File: src/rtl/vdec_ctl_pkg.sv
package vdec_ctl_pkg;

  localparam int SUB_W    = 4;
  localparam int NUM_REGS = 4;

  typedef enum logic [3:0] {
    ST_IDLE,
    ST_ADDR,
    ST_ACK_A,
    ST_SUB,
    ST_ACK_S,
    ST_WR,
    ST_ACK_W,
    ST_RD,
    ST_RACK,
    ST_RNEXT,
    ST_IGNORE
  } i2c_st_e;

  typedef struct packed {
    logic [1:0] src;
    logic       trap;
    logic       comb;
    logic [1:0] tc;
    logic [1:0] xtal;
  } ctl0_t;

  typedef struct packed {
    logic [1:0] fforce;
    logic       iop;
    logic       op;
    logic       open;
    logic       stdf;
    logic       secam;
    logic       xforce;
  } ctl1_t;

  typedef struct packed {
    logic       fsw;
    logic       stm;
    logic [5:0] hue;
  } ctl2_t;

endpackage

File: src/rtl/vdec_i2c_sync.sv
module vdec_i2c_sync #(
  parameter int STAGES = 2
) (
  input  logic clk,
  input  logic rst_n,
  input  logic scl_i,
  input  logic sda_i,
  output logic scl_lvl,
  output logic sda_lvl,
  output logic scl_rise,
  output logic scl_fall,
  output logic start_det,
  output logic stop_det
);

  localparam int DEPTH = STAGES + 1;

  logic [DEPTH-1:0] scl_sh, sda_sh;
  logic [DEPTH-1:0] scl_sh_n, sda_sh_n;
  logic             scl_prev, sda_prev;

  assign scl_sh_n = {scl_sh[DEPTH-2:0], scl_i};
  assign sda_sh_n = {sda_sh[DEPTH-2:0], sda_i};

  // Idle bus is high, so the chain resets high.
  always_ff @(posedge clk or negedge rst_n) begin
    if (!rst_n) begin
      scl_sh <= '1;
      sda_sh <= '1;
    end else begin
      scl_sh <= scl_sh_n;
      sda_sh <= sda_sh_n;
    end
  end

  assign scl_lvl   = scl_sh[STAGES-1];
  assign sda_lvl   = sda_sh[STAGES-1];
  assign scl_prev  = scl_sh[STAGES];
  assign sda_prev  = sda_sh[STAGES];

  assign scl_rise  = scl_lvl & ~scl_prev;
  assign scl_fall  = ~scl_lvl & scl_prev;
  assign start_det = scl_lvl & scl_prev & sda_prev & ~sda_lvl;
  assign stop_det  = scl_lvl & scl_prev & ~sda_prev & sda_lvl;

endmodule

File: src/rtl/vdec_i2c_engine.sv
module vdec_i2c_engine
  import vdec_ctl_pkg::*;
#(
  parameter logic [4:0] ADDR_HI = 5'b10001,
  parameter logic       ADDR_LO = 1'b1
) (
  input  logic             clk,
  input  logic             rst_n,
  input  logic             strap,
  input  logic             scl_lvl,
  input  logic             sda_lvl,
  input  logic             scl_rise,
  input  logic             scl_fall,
  input  logic             start_det,
  input  logic             stop_det,
  input  logic [7:0]       status_byte,
  output logic             sda_drive_low,
  output logic             wr_en,
  output logic [SUB_W-1:0] wr_sub,
  output logic [7:0]       wr_data,
  output logic             rd_done
);

  localparam logic [3:0] BYTE_BITS = 4'd8;
  localparam logic [3:0] LAST_TX   = 4'd7;

  i2c_st_e          st, st_n;
  logic [3:0]       cnt, cnt_n;
  logic [7:0]       sh, sh_n;
  logic [SUB_W-1:0] sub, sub_n;
  logic             drv, drv_n;
  logic             rw, rw_n;
  logic             wr_en_n, rd_done_n;
  logic [SUB_W-1:0] wr_sub_n;
  logic [7:0]       wr_data_n;
  logic [6:0]       dev_addr;

  assign dev_addr = {ADDR_HI, strap, ADDR_LO};

  always_comb begin
    st_n      = st;
    cnt_n     = cnt;
    sh_n      = sh;
    sub_n     = sub;
    drv_n     = drv;
    rw_n      = rw;
    wr_en_n   = 1'b0;
    wr_sub_n  = wr_sub;
    wr_data_n = wr_data;
    rd_done_n = 1'b0;
    if (stop_det) begin
      st_n  = ST_IDLE;
      drv_n = 1'b0;
    end else if (start_det) begin
      st_n  = ST_ADDR;
      cnt_n = '0;
      drv_n = 1'b0;
    end else begin
      case (st)
        ST_ADDR, ST_SUB, ST_WR: begin
          if (scl_rise && cnt < BYTE_BITS) begin
            sh_n  = {sh[6:0], sda_lvl};
            cnt_n = cnt + 4'd1;
          end else if (scl_fall && cnt == BYTE_BITS) begin
            if (st == ST_ADDR) begin
              if (sh[7:1] == dev_addr) begin
                drv_n = 1'b1;
                rw_n  = sh[0];
                st_n  = ST_ACK_A;
              end else begin
                st_n  = ST_IGNORE;
              end
            end else if (st == ST_SUB) begin
              sub_n = sh[SUB_W-1:0];
              drv_n = 1'b1;
              st_n  = ST_ACK_S;
            end else begin
              wr_en_n   = 1'b1;
              wr_sub_n  = sub;
              wr_data_n = sh;
              sub_n     = sub + 1'b1;
              drv_n     = 1'b1;
              st_n      = ST_ACK_W;
            end
          end
        end
        ST_ACK_A: begin
          if (scl_fall) begin
            cnt_n = '0;
            if (rw) begin
              sh_n  = status_byte;
              drv_n = ~status_byte[7];
              st_n  = ST_RD;
            end else begin
              drv_n = 1'b0;
              st_n  = ST_SUB;
            end
          end
        end
        ST_ACK_S, ST_ACK_W: begin
          if (scl_fall) begin
            drv_n = 1'b0;
            cnt_n = '0;
            st_n  = ST_WR;
          end
        end
        ST_RD: begin
          if (scl_fall) begin
            if (cnt == LAST_TX) begin
              drv_n = 1'b0;
              st_n  = ST_RACK;
            end else begin
              sh_n  = {sh[6:0], 1'b0};
              drv_n = ~sh[6];
              cnt_n = cnt + 4'd1;
            end
          end
        end
        ST_RACK: begin
          if (scl_rise) begin
            rd_done_n = 1'b1;
            st_n      = sda_lvl ? ST_IGNORE : ST_RNEXT;
          end
        end
        ST_RNEXT: begin
          if (scl_fall) begin
            sh_n  = status_byte;
            drv_n = ~status_byte[7];
            cnt_n = '0;
            st_n  = ST_RD;
          end
        end
        default: begin
        end
      endcase
    end
  end

  always_ff @(posedge clk or negedge rst_n) begin
    if (!rst_n) begin
      st      <= ST_IDLE;
      cnt     <= '0;
      sh      <= '0;
      sub     <= '0;
      drv     <= 1'b0;
      rw      <= 1'b0;
      wr_en   <= 1'b0;
      wr_sub  <= '0;
      wr_data <= '0;
      rd_done <= 1'b0;
    end else begin
      st      <= st_n;
      cnt     <= cnt_n;
      sh      <= sh_n;
      sub     <= sub_n;
      drv     <= drv_n;
      rw      <= rw_n;
      wr_en   <= wr_en_n;
      wr_sub  <= wr_sub_n;
      wr_data <= wr_data_n;
      rd_done <= rd_done_n;
    end
  end

  assign sda_drive_low = drv;

  assert_pull_scl_low_R12: assert property (@(posedge clk) disable iff (!rst_n)
    $rose(sda_drive_low) |-> !scl_lvl);

  assert_ignore_released_R1: assert property (@(posedge clk) disable iff (!rst_n)
    (st == ST_IGNORE) |-> !sda_drive_low);

  assert_wr_single_R2: assert property (@(posedge clk) disable iff (!rst_n)
    wr_en |=> !wr_en);

endmodule

File: src/rtl/vdec_regbank.sv
module vdec_regbank
  import vdec_ctl_pkg::*;
(
  input  logic             clk,
  input  logic             rst_n,
  input  logic             wr_en,
  input  logic [SUB_W-1:0] wr_sub,
  input  logic [7:0]       wr_data,
  input  logic             rd_done,
  input  logic [6:0]       live_status,
  output ctl0_t            r0,
  output ctl1_t            r1,
  output ctl2_t            r2,
  output logic             r3_llc,
  output logic             cal_req,
  output logic [7:0]       status_byte
);

  localparam logic [SUB_W-1:0] SUB_XTAL  = SUB_W'(0);
  localparam logic [SUB_W-1:0] SUB_CAL   = SUB_W'(1);
  localparam logic [SUB_W-1:0] SUB_VID   = SUB_W'(2);
  localparam logic [SUB_W-1:0] SUB_MODE  = SUB_W'(3);
  localparam logic [SUB_W-1:0] LAST_IMPL = SUB_W'(NUM_REGS - 1);

  ctl0_t r0_n;
  ctl1_t r1_n;
  ctl2_t r2_n;
  logic  r3_n;
  logic  xtal_seen, xtal_seen_n;
  logic  cal_n;
  logic  por, por_n;

  always_comb begin
    r0_n        = r0;
    r1_n        = r1;
    r2_n        = r2;
    r3_n        = r3_llc;
    xtal_seen_n = xtal_seen;
    cal_n       = 1'b0;
    por_n       = por & ~rd_done;
    if (wr_en) begin
      case (wr_sub)
        SUB_XTAL: begin
          r0_n        = ctl0_t'(wr_data);
          xtal_seen_n = 1'b1;
        end
        SUB_CAL: begin
          r1_n  = ctl1_t'(wr_data);
          cal_n = xtal_seen;
        end
        SUB_VID:  r2_n = ctl2_t'(wr_data);
        SUB_MODE: r3_n = wr_data[7];
        default: begin
        end
      endcase
    end
  end

  always_ff @(posedge clk or negedge rst_n) begin
    if (!rst_n) begin
      r0        <= '0;
      r1        <= '0;
      r2        <= '0;
      r3_llc    <= 1'b0;
      xtal_seen <= 1'b0;
      cal_req   <= 1'b0;
      por       <= 1'b1;
    end else begin
      r0        <= r0_n;
      r1        <= r1_n;
      r2        <= r2_n;
      r3_llc    <= r3_n;
      xtal_seen <= xtal_seen_n;
      cal_req   <= cal_n;
      por       <= por_n;
    end
  end

  assign status_byte = {por, live_status};

  assert_cal_after_write_R10: assert property (@(posedge clk) disable iff (!rst_n)
    cal_req |-> $past(wr_en && wr_sub == SUB_CAL));

  assert_por_clears_on_read_R8: assert property (@(posedge clk) disable iff (!rst_n)
    $fell(por) |-> $past(rd_done));

  assert_unimpl_no_store_R6: assert property (@(posedge clk) disable iff (!rst_n)
    (wr_en && wr_sub > LAST_IMPL) |=>
      ($stable(r0) && $stable(r1) && $stable(r2) && $stable(r3_llc)));

endmodule

File: src/rtl/vdec_ctl_i2c.sv
module vdec_ctl_i2c
  import vdec_ctl_pkg::*;
#(
  parameter int SYNC_STAGES = 2
) (
  input  logic       clk,
  input  logic       rst_n,
  input  logic       addr_strap,
  input  logic       scl_i,
  input  logic       sda_i,
  output logic       sda_pull_low,
  output logic [1:0] src_sel,
  output logic       trap_bypass,
  output logic       comb_en,
  output logic [1:0] p1_tc_sel,
  output logic [1:0] xtal_cfg,
  output logic [1:0] field_force,
  output logic       ioport_out,
  output logic       oport_out,
  output logic       p1_open,
  output logic       std_force,
  output logic       secam_force,
  output logic       xtal_force,
  output logic       fsw_en,
  output logic       search_tune,
  output logic [5:0] hue,
  output logic       llc_mode,
  output logic       cal_req,
  input  logic       fld60_in,
  input  logic       yc_in,
  input  logic       p1_lock_in,
  input  logic       ioport_pin_in,
  input  logic [2:0] std_code_in
);

  logic [1:0]       rst_pipe;
  logic             rst_n_s;
  logic             scl_lvl, sda_lvl, scl_rise, scl_fall, start_det, stop_det;
  logic             wr_en, rd_done;
  logic [SUB_W-1:0] wr_sub;
  logic [7:0]       wr_data, status_byte;
  ctl0_t            r0;
  ctl1_t            r1;
  ctl2_t            r2;

  // Asynchronous assertion, synchronous release.
  always_ff @(posedge clk or negedge rst_n) begin
    if (!rst_n) rst_pipe <= '0;
    else        rst_pipe <= {rst_pipe[0], 1'b1};
  end
  assign rst_n_s = rst_pipe[1];

  vdec_i2c_sync #(.STAGES(SYNC_STAGES)) sync_i (
    .clk       (clk),
    .rst_n     (rst_n_s),
    .scl_i     (scl_i),
    .sda_i     (sda_i),
    .scl_lvl   (scl_lvl),
    .sda_lvl   (sda_lvl),
    .scl_rise  (scl_rise),
    .scl_fall  (scl_fall),
    .start_det (start_det),
    .stop_det  (stop_det)
  );

  vdec_i2c_engine engine_i (
    .clk           (clk),
    .rst_n         (rst_n_s),
    .strap         (addr_strap),
    .scl_lvl       (scl_lvl),
    .sda_lvl       (sda_lvl),
    .scl_rise      (scl_rise),
    .scl_fall      (scl_fall),
    .start_det     (start_det),
    .stop_det      (stop_det),
    .status_byte   (status_byte),
    .sda_drive_low (sda_pull_low),
    .wr_en         (wr_en),
    .wr_sub        (wr_sub),
    .wr_data       (wr_data),
    .rd_done       (rd_done)
  );

  vdec_regbank regs_i (
    .clk         (clk),
    .rst_n       (rst_n_s),
    .wr_en       (wr_en),
    .wr_sub      (wr_sub),
    .wr_data     (wr_data),
    .rd_done     (rd_done),
    .live_status ({fld60_in, yc_in, p1_lock_in, ioport_pin_in, std_code_in}),
    .r0          (r0),
    .r1          (r1),
    .r2          (r2),
    .r3_llc      (llc_mode),
    .cal_req     (cal_req),
    .status_byte (status_byte)
  );

  assign src_sel     = r0.src;
  assign trap_bypass = r0.trap;
  assign comb_en     = r0.comb;
  assign p1_tc_sel   = r0.tc;
  assign xtal_cfg    = r0.xtal;
  assign field_force = r1.fforce;
  assign ioport_out  = r1.iop;
  assign oport_out   = r1.op;
  assign p1_open     = r1.open;
  assign std_force   = r1.stdf;
  assign secam_force = r1.secam;
  assign xtal_force  = r1.xforce;
  assign fsw_en      = r2.fsw;
  assign search_tune = r2.stm;
  assign hue         = r2.hue;

endmodule

File: config.mk
export PLATFORM = sky130hd
export DESIGN_NAME = vdec_ctl_i2c
export DESIGN_NICKNAME = d
export VERILOG_FILES = /design/src/rtl/vdec_ctl_pkg.sv /design/src/rtl/vdec_i2c_sync.sv /design/src/rtl/vdec_i2c_engine.sv /design/src/rtl/vdec_regbank.sv /design/src/rtl/vdec_ctl_i2c.sv
export SDC_FILE = /design/constraint.sdc
export NUM_CORES = 1
export LEC_CHECK = 0
export CAP_MARGIN = 5
export CORE_MARGIN = 2
export CORE_UTILIZATION = 53
export CTS_CLUSTER_SIZE = 30
export DETAILED_ROUTE_END_ITERATION = 6
export GPL_ROUTABILITY_DRIVEN = 0
export GPL_TIMING_DRIVEN = 0
export HOLD_SLACK_MARGIN = 0.12
export PLACE_DENSITY = 0.76
export SKIP_LAST_GASP = 1
export SYNTH_ARGS = -nofsm -noshare
export SYNTH_HDL_FRONTEND = slang
export SYNTH_SLANG_ARGS = --single-unit
File: constraint.sdc
create_clock -name clk -period 2.6 [get_ports clk]
set_clock_uncertainty 0.05 [all_clocks]
set_input_delay 0.52 -clock clk [delete_from_list [all_inputs] [get_ports clk]]
set_output_delay 0.52 -clock clk [all_outputs]
set_load 0.05 [all_outputs]
---- Word-level counts from Yosys, hierarchy flattened ----
Index checks and enable logic that the tools add are counted.
word-level totals
  input bits .............................. 12
  register bits after elaboration ......... 72
  logic and storage cells ................. 166
operators by class
  magnitude comparators ................... 1
  bitwise operators ....................... 20
  $add $sub $neg .......................... 2
  multiplexer cells ....................... 56
  reductions and logical operators ........ 21
  equal/unequal tests ..................... 34
operators by type and width
  operator                                               count
  two-way mux 4 bit                                      18
  two-way mux 8 bit                                      6
  one-hot mux 8 bit (4 select lines)                     1
  inequality test 4 x 1 -> 1 bit, second input constant  7
  two-way mux 1 bit                                      25
  one-hot mux 4 bit (6 select lines)                     1
  == test 4 x 3 -> 1 bit, second input constant          5
  AND reduction 9 bit                                    2
  == test 4 x 2 -> 1 bit, second input constant          4
  AND reduction 7 bit                                    2
  == test 4 bit, second input constant                   3
  NOT 1 bit                                              12
  one-hot mux 4 bit (3 select lines)                     1
  AND reduction 6 bit                                    2
  inequality test 2 x 1 -> 1 bit, second input constant  5
  inequality test 3 x 1 -> 1 bit, second input constant  3
  adder 4 x 1 -> 4 bit, second input constant            2
  AND 1 bit                                              8
  == test 4 x 1 -> 1 bit, second input constant          2
  AND reduction 2 bit                                    4
  AND reduction 8 bit                                    1
  nonzero test 4 bit                                     2
  nonzero test 8 bit                                     1
  == test 7 bit                                          1
  14 further kinds                                       16

---- Depth between registers and ports, before layout ----
  word-level depth ........................ 8
  depth in mapped cells ................... 8

---- By module ----
From an unflattened synthesis, not the netlist that was laid out.
unflattened totals
  cells, all modules ...................... 289
  area, all modules ....................... 3499.6 µm²
modules (own cells, without submodules)
  module           area each (µm²)  cells an instance  seq. area each (µm²)  instances
  vdec_i2c_engine  2118.3           204                900.9                 1
  vdec_regbank     1137.3           72                 701.9                 1
  vdec_i2c_sync    190.2            10                 157.7                 1
  vdec_ctl_i2c     53.8             3                  50.0                  1

---- Least setup slack after synthesis ----
OpenSTA, ideal clock, no wires.
  path type ............................... reg-to-reg
  start ................................... reg engine_i.st[0]
  end ..................................... reg engine_i.sh[1]
  clock period less this slack ............ 1.977 ns
  cell stages (with the launch flop) ...... 6
  setup slack ............................. 0.623 ns
  data arrival time ....................... 1.802 ns
  path through ............................ dfrtp_1 -> buf_2 -> or3b_4 -> a21oi_4 -> mux2_2 -> mux2_2
between the ends
  longest elaborated chain between the ends .. 4
ends and longest elaborated chain
  element                                                                                RTL line                text
  start, declared                                                                        vdec_i2c_engine.sv:27   i2c_st_e st, st_n;
  start signal, assigned                                                                 vdec_i2c_engine.sv:152  st <= st_n;
  == test 4 x 3 -> 1 bit, or another cell as far along                                   vdec_i2c_engine.sv:59   case (st)
  OR reduction 3 bit                                                                     vdec_i2c_engine.sv:59
  inequality test 2 x 1 -> 1 bit (no source line) or nonzero test 4 bit (tied branches)  -
  AND reduction 9 bit (no source line)                                                   -
  end signal, assigned                                                                   vdec_i2c_engine.sv:154  sh <= sh_n;
  end, declared                                                                          vdec_i2c_engine.sv:29   logic [7:0] sh, sh_n;
Parallel ways exist; a longest one is shown, timed or not.
A chain may end at the register's enable or synchronous reset.

---- Worst setup path in the final report ----
  start ................................... reg sync_i.scl_sh[2]
  end ..................................... reg engine_i.wr_sub[1]
between the ends
  longest elaborated chain between the ends .. 5
ends and longest elaborated chain
  element                                  RTL line                                                       text
  start, declared                          vdec_i2c_sync.sv:18                                            logic [DEPTH-1:0] scl_sh, sda_sh;
  start signal, assigned                   vdec_i2c_sync.sv:31                                            scl_sh <= scl_sh_n;
  AND 1 bit or NOT 1 bit (tied branches)   vdec_i2c_sync.sv:43, vdec_i2c_sync.sv:44, vdec_i2c_sync.sv:41
  AND 1 bit, on equally long branches      vdec_i2c_sync.sv:43, vdec_i2c_sync.sv:41, vdec_i2c_sync.sv:44
  AND 1 bit, or another cell as far along  vdec_i2c_sync.sv:43                                            assign start_det = scl_lvl & scl_prev & sda_prev & ~sda_lvl;
  NOT 1 bit (no source line)               -
  AND reduction 7 bit (no source line) *   -
  end signal, assigned                     vdec_i2c_engine.sv:159                                         wr_sub <= wr_sub_n;
  end, declared                            vdec_i2c_engine.sv:19                                          output logic [SUB_W-1:0] wr_sub,
Every way passes the cells marked *; elsewhere a longest branch is shown, timed or not.

==> metrics.md <==
| Metric | Value |
|---|---|
| M1 WL | `about 3.2 mm` |
| Average vias per placed instance | `5.772` |
| Sequential share of the synthesized area | `53.14%` |
| Commonest non-fill, non-tap cells in the layout | `sky130_fd_sc_hd__dfrtp_1 (64), sky130_fd_sc_hd__mux2_2 (52), sky130_fd_sc_hd__clkdlybuf4s50_1 (38)` |
| Clk buf depth | `2` |
| Register-to-register setup slack | `around 260 ps` |
| Synth-to-Final Area Change | `21.23%` |
| Largest fanout on the critical path | `10` |
| Sequential group share of total power | `a little under two fifths` |
| Number of I/O pins | `39` |
| DIE HEIGHT | `~84 microns` |
| Total number of placement rows | `29` |
| Wire length of the first global-routing pass | `12.17 mm` |
| Final Instance Count excl. Fillers | `about 420` |
| Post-DR wirelength/cell | `approximately 17 microns` |
| DRC violation total after the first TritonRoute iteration | `203` |
| Leakage Power | `approximately 0.0018 uW` |
| Distinct cell type count of the synthesized netlist | `51` |
| Die area | `just over 0.007 sq mm` |
| Number of buffers inserted to repair setup after CTS | `0` |
| Remaining design rule violation count | `0` |
| Fraction of layout instances using a drive strength above 1 | `27.35%` |
| Min Tclk post-route | `around 2300 ps` |
| Met3 wire len | `approximately 360 microns` |
| Number of max-slew violations in the final report | `0` |
| DR vias | `~2,400` |
| Most frequent standard cell in the layout excluding fill and tap cells | `sky130_fd_sc_hd__dfrtp_1` |
| CP startpoint kind | `flip-flop` |
| GRT Overall Usage | `a little over a fifth` |
| Gate Count Post-Synth | `roughly 290` |
| Run status | `finished, final reports clean` |
| Reg2reg start | `sync_i.scl_sh[2]` |
| Setup slack after placement | `302.8 ps` |
| Total iterations of the first detailed-routing run | `5` |
| Net Sw Frac | `between 30% and 40%` |
| Hold_ws | `271.8 ps` |
| Largest net degree at the start of global routing | `slightly above 70` |
| Maximum frequency from static timing analysis | `about 0.43 GHz` |
| Number of port buffers | `38` |
| Post-placement cell count | `about 400` |
| Yosys Warn Count | `0` |
| Summed instance area of the synthesized netlist | `0.003407 sq mm` |
| Final-stage net count | `350` |
| Classification of the worst setup path | `flip-flop to flip-flop` |
| R2R depth | `6` |
| Routed wl met2 | `about 3.4 mm` |
| TritonCTS clock tree | `built` |
| Highest signal layer in the routed design | `met4` |
| Combinational share of power | `roughly a third` |
| Net switching power | `1332 uW` |
| Internal power | `roughly 2500 uW` |
| Vias in the first global route | `roughly 2,400` |
| Core occupancy in the finished layout | `between 60 and 70%` |
| MaxCap Viol Count | `0` |
| Initial core utilization | `a little over half` |
| Endpoint of the lowest-slack register-to-register path | `engine_i.wr_sub[1]` |
| Depth of the CTS H-tree | `3` |
| Clock slew at reported path FFs | `80 ps` |
| Overflow left after global routing | `0` |
| Chip width | `84.18 microns` |
| DP Wirelength | `~4.8 mm` |
| Cell Chain, Critical Path | `nand2b_2 -> nor3_2 -> nand2_1 -> nor2_1 -> buf_2 -> mux2_2` |
| Relative slew margins | `about two fifths` |
| Kind of path behind the tightest hold check | `input pin to async pin` |
| Antenna violations before repair | `0` |
| Count of state elements after synthesis | `72` |
| Remaining antenna violation count after routing | `0` |
| Arrival time at the worst endpoint | `between 2000 and 3000 ps` |
| Mean instance size in the synthesized netlist | `~12 sq um` |
| Cell Pwr Density | `~930 mW/mm^2` |
| Total of endpoints with negative setup slack in the final report | `0` |
| Final period utilization | `roughly 90%` |
| Final critical-path setup slack | `259.4 ps` |
| Cell with the biggest individual delay on the critical path | `sky130_fd_sc_hd__dfstp_2` |
| Nets in the synthesized netlist | `between 300 and 400` |
| Required time of the worst setup path | `about 2800 ps` |
| Library cell used as clock root buffer | `sky130_fd_sc_hd__clkbuf_8` |
| Sink Count | `between 70 and 80` |
| Clock insertion delay at the later pin of the skew report | `~350 ps` |
| Total length of routed wires | `around 7 mm` |
| Least-Margin Pin Slew | `between 800 and 900 ps` |
| Number of antenna repair diodes | `0` |
| Number of buffers inserted for hold repair after clock tree synthesis | `0` |
| Number of buffers created by CTS | `9` |
| Longest individual stage delay on the worst path | `around 600 ps` |
| Element type at the critical path end | `flip-flop` |
| Number of hold violations in the final report | `0` |
| Placeable core region | `~0.0063 sq mm` |
| Clock Power Share | `about 28%` |
| Peak supply drop | `around 500 uV` |
| Number of gates resized after CTS | `0` |
| RSZ-0062 raised after global routing | `false` |
cell type report:
type	count	area, sq um
fillers	483	2147
flip-flops and latches	72	1814
multi-input cells	197	1521
repair buffers	38	380.4
clock buffers	10	127.6
clock inverters	6	115.1
well taps	77	96.34
plain buffers	9	45.04
inverters	8	30.03
worst max-delay path by stage:
stage                     startpoint  cells after the start                  end
floorplan                rst_pipe[1]                      0      engine_i.cnt[0]
global placement         rst_pipe[1]                      0       regs_i.cal_req
detailed placement  sync_i.scl_sh[2]                      6  engine_i.wr_data[5]
CTS                 sync_i.scl_sh[2]                      6   engine_i.wr_sub[1]
global route        sync_i.scl_sh[2]                      6   engine_i.wr_sub[1]
finish              sync_i.scl_sh[2]                      6   engine_i.wr_sub[1]
sequential cells by signal (all words and copies together), names as in the netlist:
name / flops
engine_i.cnt: 4
engine_i.rd_done: 1
engine_i.rw: 1
engine_i.sda_drive_low: 1
engine_i.sh: 8
engine_i.st: 4
engine_i.sub: 4
engine_i.wr_data: 8
engine_i.wr_en: 1
engine_i.wr_sub: 4
regs_i.cal_req: 1
regs_i.por: 1
regs_i.r0: 8
regs_i.r1: 8
regs_i.r2: 8
regs_i.r3_llc: 1
regs_i.xtal_seen: 1
rst_pipe: 2
sync_i.scl_sh: 3
sync_i.sda_sh: 3
synthesized netlist by cell type (all sizes together):
library cell  instances  area, sq um
clkbuf                2        7.510
a21oi                14        81.33
nor4bb                3        30.03
ha                    3        37.54
nor3                  8        55.05
a211o                 2        17.52
a32oi                 1        8.760
a2111oi               1        8.760
dfstp                 7        183.9
nand3                 5        25.02
conb                  1        3.750
mux2i                 4        40.04
nor3b                 3        27.52
and3                  2        12.51
nor4b                 1        8.760
and4                  1        8.760
maj3                  1        10.01
or3                   2        12.51
o22ai                 2        12.51
and2                  2        12.51
o32a                  2        20.02
nand4b                1        8.760
a211oi                2        15.01
dfrtp                65         1627
nor2b                 6        37.54
or3b                  1        11.26
buf                   7        37.54
o311ai                2        17.52
o2111ai               1        26.28
o311a                 1        10.01
nand2b                3        21.27
xor2                  1        8.760
mux2                 52        585.6
nor2                 16        60.06
o31ai                 1        7.510
nand3b                3        22.52
xnor2                 2        17.52
or2                   2        12.51
o21ai                22        113.9
o31a                  1        8.760
a21o                  1        7.510
nand2                14        52.55
inv                   8        30.03
nand4                 7        43.79
worst max-delay path: cells and delay by family, from the launching register on:
family | cells | cell delay (ps)
buffers and inverters | 1 | 320
AND/OR/NAND/NOR | 4 | 890
flip-flops | 1 | 600
multiplexers | 1 | 370
power groups by stage:
stage,clock network (uW),logic (uW),registers [uW]
after floorplan,0,1020,1410
after CTS,1090,1310,1430
after global routing,1140,1460,1460
after detailed placement,0,1300,1450
final,1080,1310,1430
after global placement,0,1270,1440
kinds of logic after synthesis:
logic type / share of synthesized area (%)
AND/OR/NAND/NOR: 13.59
flip-flops: 53.14
multiplexers: 18.36
AO/OA/AOI/OAI: 10.43
buffers and inverters: 2.204
adder cells (fa/ha/maj): 1.396
XOR/XNOR: 0.7713
other: 0.1101
per-layer routing:
metal	vias up	global-route usage [%]
met5	-	0
met4	0	8.211
met3	17	4.818
met2	81	34.27
met1	1173	29.94
li1	1136	-
stage by stage:
stage          setup TNS [ps]  total power (uW)  instance area (sq um)
3_5_place_dp                0              2744                   3887
3_3_place_gp           -22260              2705                   3884
6_report                    0              3823                   4130
4_1_cts                     0              3832                   4130
5_1_grt                     0              4055                   4130
2_1_floorplan               0              2433                   3407
No activity file was read; power rests on OpenSTA's default activity.
